`src/rtl/hrtft_pkg.sv`:
```
package hrtft_pkg;

    localparam int unsigned HW_DEF = 12;
    localparam int unsigned VW_DEF = 10;

    // Index of each programmable edge in the delay/position arrays
    typedef enum logic [2:0] {
        E_CLS_RISE = 3'd0,
        E_CLS_FALL = 3'd1,
        E_PS_FALL  = 3'd2,
        E_PS_RISE  = 3'd3,
        E_REV      = 3'd4
    } edge_e;
    localparam int unsigned N_EDGE = 5;

    // Bit positions inside the invert vector
    localparam int unsigned INV_SPL = 0;
    localparam int unsigned INV_CLS = 1;
    localparam int unsigned INV_PS  = 2;
    localparam int unsigned INV_REV = 3;
    localparam int unsigned INV_W   = 4;

    typedef struct packed {
        logic hsync;
        logic de;
        logic spl;
        logic cls;
        logic ps;
        logic rev;
    } strobe_t;

    localparam strobe_t STROBE_IDLE = '{hsync: 1'b0, de: 1'b0, spl: 1'b0,
                                        cls: 1'b0, ps: 1'b1, rev: 1'b0};

    function automatic strobe_t apply_inv(strobe_t s, logic [INV_W-1:0] inv);
        strobe_t r;
        r     = s;
        r.spl = s.spl ^ inv[INV_SPL];
        r.cls = s.cls ^ inv[INV_CLS];
        r.ps  = s.ps  ^ inv[INV_PS];
        r.rev = s.rev ^ inv[INV_REV];
        return r;
    endfunction

endpackage

```
`src/rtl/hrtft_raster.sv`:
```
module hrtft_raster
    import hrtft_pkg::*;
#(
    parameter int unsigned HW = HW_DEF,
    parameter int unsigned VW = VW_DEF
) (
    input  logic          clk,
    input  logic          rst,
    input  logic [HW-1:0] htot_m1,
    input  logic [VW-1:0] fh,
    output logic [HW-1:0] h,
    output logic          line_end,
    output logic          frame_end,
    output logic          frame_start
);
    logic [VW-1:0] v;

    assign line_end    = (h == htot_m1);
    assign frame_end   = line_end && (v == fh);
    assign frame_start = (h == '0) && (v == '0);

    always_ff @(posedge clk) begin
        if (rst) begin
            h <= '0;
            v <= '0;
        end else if (line_end) begin
            h <= '0;
            v <= (v == fh) ? '0 : v + 1'b1;
        end else begin
            h <= h + 1'b1;
        end
    end

    p_h_bound_r2: assert property (@(posedge clk) disable iff (rst)
        h <= htot_m1);

    p_frame_wrap_r8: assert property (@(posedge clk) disable iff (rst)
        frame_end |=> (h == '0) && (v == '0));

endmodule

```
`src/rtl/hrtft_edges.sv`:
```
module hrtft_edges
    import hrtft_pkg::*;
#(
    parameter int unsigned HW = HW_DEF
) (
    input  logic [HW-1:0]             htot_m1,
    input  logic [HW-1:0]             bgxp,
    input  logic [HW-1:0]             fw,
    input  logic [N_EDGE-1:0][HW-1:0] dly,
    output logic [N_EDGE-1:0][HW-1:0] pos
);
    localparam int unsigned SW = HW + 2;

    logic [SW-1:0] ref_pt;
    assign ref_pt = SW'(bgxp) + SW'(fw);

    // One adder and clamp per programmable edge
    for (genvar g = 0; g < N_EDGE; g++) begin : g_edge
        logic [SW-1:0] sum;
        assign sum    = ref_pt + SW'(dly[g]);
        assign pos[g] = (sum > SW'(htot_m1)) ? htot_m1 : sum[HW-1:0];
    end

endmodule

```
`src/rtl/hrtft_outs.sv`:
```
module hrtft_outs
    import hrtft_pkg::*;
#(
    parameter int unsigned HW = HW_DEF
) (
    input  logic                      clk,
    input  logic                      rst,
    input  logic [HW-1:0]             h,
    input  logic                      line_end,
    input  logic                      frame_end,
    input  logic                      frame_start,
    input  logic [HW-1:0]             hsw,
    input  logic [HW-1:0]             bgxp,
    input  logic [HW-1:0]             fw,
    input  logic [N_EDGE-1:0][HW-1:0] pos,
    input  logic [INV_W-1:0]          inv,
    output strobe_t                   st
);
    strobe_t     st_q, st_d;
    logic        par_q;
    logic [HW-1:0] first;
    logic [HW:0]   last;

    assign first = bgxp - 1'b1;
    assign last  = {1'b0, first} + {1'b0, fw};

    // Line parity: REV level at the start of the current line
    always_ff @(posedge clk) begin
        if (rst || frame_end) par_q <= 1'b0;
        else if (line_end)    par_q <= ~par_q;
    end

    always_comb begin
        st_d       = STROBE_IDLE;
        st_d.hsync = (h < hsw);
        st_d.de    = (h >= first) && ({1'b0, h} <= last);
        st_d.spl   = (h == first);
        st_d.cls   = (h >= pos[int'(E_CLS_RISE)]) && (h < pos[int'(E_CLS_FALL)]);
        st_d.ps    = !((h >= pos[int'(E_PS_FALL)]) && (h < pos[int'(E_PS_RISE)]));
        st_d.rev   = par_q ^ (h >= pos[int'(E_REV)]);
    end

    always_ff @(posedge clk) begin
        if (rst) st_q <= STROBE_IDLE;
        else     st_q <= st_d;
    end

    assign st = apply_inv(st_q, inv);

    p_spl_single_r4: assert property (@(posedge clk) disable iff (rst)
        st_q.spl |=> !st_q.spl);

    p_spl_in_de_r4: assert property (@(posedge clk) disable iff (rst)
        st_q.spl |-> st_q.de);

    p_hsync_start_r2: assert property (@(posedge clk) disable iff (rst)
        (h == '0) && (hsw != '0) |=> st_q.hsync);

    p_rev_frame_r8: assert property (@(posedge clk) disable iff (rst)
        frame_start && (pos[int'(E_REV)] != '0) |=> !st_q.rev);

endmodule

```
`src/rtl/hrtft_ctrl.sv`:
```
module hrtft_ctrl
    import hrtft_pkg::*;
#(
    parameter int unsigned HW = HW_DEF,
    parameter int unsigned VW = VW_DEF
) (
    input  logic          clk,
    input  logic          rst,
    input  logic [HW-1:0] cfg_htot_m1,
    input  logic [HW-1:0] cfg_hsw,
    input  logic [HW-1:0] cfg_bgxp,
    input  logic [HW-1:0] cfg_fw,
    input  logic [VW-1:0] cfg_fh,
    input  logic [HW-1:0] dly_cls_rise,
    input  logic [HW-1:0] dly_cls_fall,
    input  logic [HW-1:0] dly_ps_fall,
    input  logic [HW-1:0] dly_ps_rise,
    input  logic [HW-1:0] dly_rev,
    input  logic [3:0]    cfg_inv,
    output logic          o_hsync,
    output logic          o_de,
    output logic          o_spl,
    output logic          o_cls,
    output logic          o_ps,
    output logic          o_rev
);
    logic [HW-1:0]             h;
    logic                      line_end, frame_end, frame_start;
    logic [N_EDGE-1:0][HW-1:0] dly, pos;
    strobe_t                   st;

    assign dly[int'(E_CLS_RISE)] = dly_cls_rise;
    assign dly[int'(E_CLS_FALL)] = dly_cls_fall;
    assign dly[int'(E_PS_FALL)]  = dly_ps_fall;
    assign dly[int'(E_PS_RISE)]  = dly_ps_rise;
    assign dly[int'(E_REV)]      = dly_rev;

    hrtft_raster #(.HW(HW), .VW(VW)) u_raster (
        .clk(clk), .rst(rst), .htot_m1(cfg_htot_m1), .fh(cfg_fh),
        .h(h), .line_end(line_end), .frame_end(frame_end),
        .frame_start(frame_start)
    );

    hrtft_edges #(.HW(HW)) u_edges (
        .htot_m1(cfg_htot_m1), .bgxp(cfg_bgxp), .fw(cfg_fw),
        .dly(dly), .pos(pos)
    );

    hrtft_outs #(.HW(HW)) u_outs (
        .clk(clk), .rst(rst), .h(h), .line_end(line_end),
        .frame_end(frame_end), .frame_start(frame_start),
        .hsw(cfg_hsw), .bgxp(cfg_bgxp), .fw(cfg_fw), .pos(pos),
        .inv(cfg_inv), .st(st)
    );

    assign o_hsync = st.hsync;
    assign o_de    = st.de;
    assign o_spl   = st.spl;
    assign o_cls   = st.cls;
    assign o_ps    = st.ps;
    assign o_rev   = st.rev;

endmodule

```
`config.mk`:
```
export PLATFORM = sky130hd
export DESIGN_NAME = hrtft_ctrl
export DESIGN_NICKNAME = d
export VERILOG_FILES = /design/src/rtl/hrtft_pkg.sv /design/src/rtl/hrtft_raster.sv /design/src/rtl/hrtft_edges.sv /design/src/rtl/hrtft_outs.sv /design/src/rtl/hrtft_ctrl.sv
export SDC_FILE = /design/constraint.sdc
export NUM_CORES = 1
export LEC_CHECK = 0
export ABC_AREA = 0
export BUFFER_PORTS_ARGS = -buffer_cell sky130_fd_sc_hd__buf_4
export CORE_MARGIN = 1.5
export CORE_UTILIZATION = 60
export CTS_CLUSTER_DIAMETER = 80
export DETAILED_ROUTE_END_ITERATION = 6
export PLACE_DENSITY_LB_ADDON = 0.25
export SLEW_MARGIN = 20
export SYNTH_ARGS = -nofsm -noshare
export SYNTH_HDL_FRONTEND = slang
export SYNTH_HIERARCHICAL = 1
export SYNTH_SLANG_ARGS = --single-unit
```
`constraint.sdc`:
```
create_clock -name clk -period 6.9 [get_ports clk]
set_input_delay 0 -clock clk [delete_from_list [all_inputs] [get_ports clk]]
set_output_delay 0 -clock clk [all_outputs]
set_load 0.05 [all_outputs]
```
== After elaboration in Yosys (flattened, before gate mapping) ==
Index checks and enable logic that the tools add are counted.
Word-level totals
  logic and storage cells: 54
  bits of input ports: 124
  register bits: 29
  output and inout bits: 6
Cells by class
  mux-type cells: 6
  reductions and logical operators: 7
  $add $sub $neg: 10
  equal/unequal tests: 3
  bitwise gates (word level): 6
  magnitude comparators: 13
Operators by type and width (number)
  14-bit by 12-bit adder with 14-bit output: 5
  14-bit by 12-bit > comparator with 1-bit output: 5
  12-bit 2-to-1 mux: 5
  12-bit greater-or-equal comparator: 4
  12-bit < comparator: 3
  12-bit by 12-bit adder with 13-bit output: 2
  12-bit == test: 2
  12-bit by 13-bit <= comparator with 1-bit output: 1
  12-bit by 1-bit adder with 12-bit output (second input constant): 1
  12-bit by 1-bit subtractor with 12-bit output (second input constant): 1
  10-bit by 1-bit adder with 10-bit output (second input constant): 1
  10-bit == test: 1
  10-bit 2-to-1 mux: 1
  1-bit XOR: 5
  1-bit logical AND: 4
  2-bit OR reduction: 1
  1-bit logical NOT: 1
  1-bit logical OR: 1
  1-bit inverter: 1

== Depth between registers and ports, before layout ==
  depth after elaboration: 7
  depth in mapped cells: 33
  mapped depth without buffers: 32

== Modules after synthesis ==
The synthesis kept the hierarchy.
By module, submodules not included
  hrtft_edges: area an instance 5964.5 um^2, instances 1, cells each 775
  hrtft_outs: area an instance 3126.7 um^2, instances 1, cells each 399
  hrtft_raster: area an instance 1425.1 um^2, instances 1, cells each 159

== Least setup slack after synthesis ==
No wires, ideal clock.
  path kind: in2reg
  from: in cfg_bgxp[0]
  to: reg u_outs/st_q[2] (netlist bit)
  library setup time: 0.127 ns
  buffers on the path: 0
  data arrival time: 5.836 ns
  stages: 30
  setup slack: 0.937 ns
  required time: 6.773 ns
  cells stage by stage: ha_1 -> inv_1 -> fa_1 -> nor2b_1 -> o31a_1 -> o41ai_1 -> nand2_1 -> xor2_1 -> ha_1 -> nand2_1 -> nor2_1 -> a211oi_1 -> o31ai_1 -> xor2_1 -> ha_1 -> nand3_1 -> or2_0 -> a2111oi_0 -> a21oi_2 -> nor4b_2 -> a31oi_4 -> mux2_1 -> ha_1 -> nand2b_1 -> a21o_1 -> a21oi_1 -> o21ai_0 -> a21o_1 -> a21oi_1 -> nor3_1
RTL lines
  start, declared: line hrtft_ctrl.sv:11  | input logic [HW-1:0] cfg_bgxp,
  end signal, assigned: line hrtft_outs.sv:45  | else st_q <= st_d;
  end, declared: line hrtft_outs.sv:19  | strobe_t st_q, st_d;

==> impl_summary.log <==
INFO  metric status = finished with violations
INFO  metric failed_checks = design-rule violations
INFO  metric cts.sinks = 29
INFO  metric cts_tree = yes
INFO  metric initial_utilization = 60.94%
INFO  metric static-leakage-power = 6.136 nW
INFO  metric die_w = 135.1 um
INFO  metric cts_max_level = 2
INFO  metric proportion_of_layout_cells_with_a_drive_suffix_above_1 = 14.52%
INFO  metric grt_pass1_vias = 10030
INFO  metric endpoint = u_outs/st_q[2]
INFO  metric pre_repair_dr_iteration_count = 7
INFO  metric max_clock_freq = 156.6 MHz
INFO  metric worst-slew-pin-transition = 1.036 ns
INFO  metric multi_input_area = 9243 um2
INFO  metric hold-worst-slack = 0.1001 ns
INFO  metric post_synth_inst_count = 1325
INFO  metric final-setup-viol-count = 0
INFO  metric cts_made_buffers = 5
INFO  metric worst-setup-path-type = primary input to flip-flop
INFO  metric grt_max_degree = 27
INFO  metric iteration_0_drc_markers = 932
INFO  metric drt_drc_violations_left = 2
INFO  metric clk_root_buffer_cell = clkbuf_16
INFO  metric drtAntennaViolNets = 0
INFO  metric overflow = 0
INFO  metric fin_crit = 6.386 ns
INFO  metric worst-path-stages = 29
INFO  metric hpwlAfterDp = 25.09 mm
INFO  metric avgRoutedWirePerCell = 19.33 um
INFO  metric capture_instance_of_the_worst_register_to_register_path = u_outs/st[4]
INFO  metric worstSkewPairLatency = 0.28 ns
INFO  metric hold_class = primary input to flip-flop
INFO  metric kind_of_start_point_of_the_critical_path = primary input
INFO  metric cp_top_family = compound AO/OA/AOI/OAI gates
INFO  metric antenna_found_initial = 0
INFO  metric floorplan_core_area = 17180 um2
INFO  metric critPathSlowestCell = nor4_1
INFO  metric rrSetupSlack = 4.11 ns
INFO  metric port_buffers = 129
INFO  metric critical-path-max-stage-delay = 0.39 ns
INFO  metric vdd_ir_drop_max = 126.5 uV
INFO  metric io_pins = 130
INFO  metric nNetsFinal = 1855
INFO  metric num_vias = 10800
INFO  metric finalWeightedCongestion = 0.9730
INFO  metric synthesis.nets = 1714
INFO  metric rows = 48
INFO  metric first_pass_grt_wire_length = 50.18 mm
INFO  metric grt_setup_unrepaired = no
INFO  metric power_density_relative_to_cell_area = 233.9 nW/um2
INFO  metric final_util = 69.69%
INFO  metric gr-usage-all-layers = 34.99%
INFO  metric critPathArrivalTime = 6.55 ns
INFO  metric detail_route.wirelength = 32.72 mm
INFO  metric final.setup_skew = 0.01893 ns
INFO  metric dieArea = 18250 um2
INFO  metric max-cap-violations = 0
INFO  metric chipHeight = 135.1 um
INFO  metric worst_ep_required_time = 7.06 ns
INFO  metric setup-tns-final = 0 ns
INFO  metric worst-r2r-cell-count = 9
INFO  metric syn_to_final_growth = 14.36%
INFO  metric timing.critical_path.to_type = flip-flop
INFO  metric startpoint = cfg_bgxp[1]
INFO  metric final-max-slew-violation-count = 0
INFO  metric fin_crit_sh = 92.55%
INFO  metric worst_setup_hold_path_clk_slew = 0.07 ns
INFO  metric critical_path.n_buffers_inverters = 2
INFO  metric avgSynthCellArea = 7.900 um2
INFO  metric yosys_warnings = 6
INFO  metric timing_hold_violations_final = 0
INFO  metric crit_fanout = 5
INFO  metric routed_via_density = 6.379
INFO  metric synth.cell_area = 10470 um2
INFO  metric ctsLongestPathBuffers = 2
INFO  metric slew_headroom = 30.90%
INFO  metric regArea = 580.6 um2
INFO  metric critical_path.most_common_cell = ha_1
INFO  metric timing.rr.start = u_raster/h[0]
INFO  metric num-fill-cells = 1508
-- power breakdown --
part | switching, mW | internal [mW] | leakage (nW)
logic | 1.34 | 1.06 | 5.83
registers | 0.00559 | 0.169 | 0.235
clock network | 0.0882 | 0.132 | 0.0696
total | 1.43 | 1.37 | 6.14
-- layout make-up --
type	instances	share of cell area [%]
sequential	29	4.850
clock buffer	5	1.045
multi-input combinational	1126	77.21
inverter	150	4.714
timing repair buffer	154	9.658
clock inverter	3	0.1463
tap	225	2.352
antenna	1	0.02091
-- how the worst min path moves through the flow --
stage,from,end,slack (ns),cells past startpoint
detailed placement,cfg_inv[0],o_spl,0.32,3
CTS,rst,u_outs/st_q[0],0.09,2
floorplan,rst,u_outs/st_q[0],0.07,1
finish,rst,u_outs/st_q[0],0.10,2
global placement,cfg_inv[0],o_spl,0.31,3
global route,rst,u_outs/st_q[0],0.09,2
-- sequential cells by signal (all words and copies together), names as in the netlist --
name,cells
u_raster/v,10
u_outs/st_q,4
u_outs/par_q,1
u_outs/st,2
u_raster/h,12
-- metal layers --
| layer | GRT usage, % | vias to the layer above | share of wire [%] |
|---|---|---|---|
| met3 | 4.992 | 82 | 8.8 |
| met4 | 13.50 | 0 | 3.8 |
| met2 | 57.28 | 473 | 44 |
| met5 | 0 | - | 0 |
| met1 | 46.34 | 5029 | 43 |
| li1 | - | 5215 | - |
-- worst reg2reg max path, stage by stage (launching register included) --
cell and delay [ns]:
dfxtp_1 0.49, inv_1 0.29, ha_1 0.38, nand2b_1 0.14
a21o_1 0.17, a21o_1 0.16, a21oi_1 0.24, nor3_1 0.08
a2111oi_0 0.61, a211oi_1 0.08
-- per-stage QoR --
step                      cell area, um2  power (mW)  cells  setup WS [ns]
after floorplan                    10470       1.927   1325         0.9370
after global placement             11800       2.427   1684         0.3305
after detailed placement           11800       2.503   1684         0.1391
after CTS                          11940       2.737   1692         0.4101
after global routing               11970       3.054   1692         0.1508
final                              11970       2.800   1693         0.5143
-- layout by cell type, fill, tap and decap left out, types with 21 or more instances in the layout --
cell / instances
ha_1: 258
nand4_1: 21
nor2_1: 77
dfxtp_1: 29
mux2_1: 25
nand2_1: 55
xor2_1: 51
buf_4: 154
nor3_1: 30
nand3_1: 28
a21oi_1: 84
a21o_1: 38
inv_1: 148
o21a_1: 28
o21ai_0: 66
xnor2_1: 51
-- repair_timing --
| action | in CTS | in global routing |
|---|---|---|
| setup endpoints to repair | 0 | 2 |
| buffers inserted | 0 | 0 |
| gates resized for setup | 0 | 4 |
| endpoints found under the hold margin | 0 | 0 |
| hold buffers | 0 | 0 |
(Power assumes the default switching activity.)
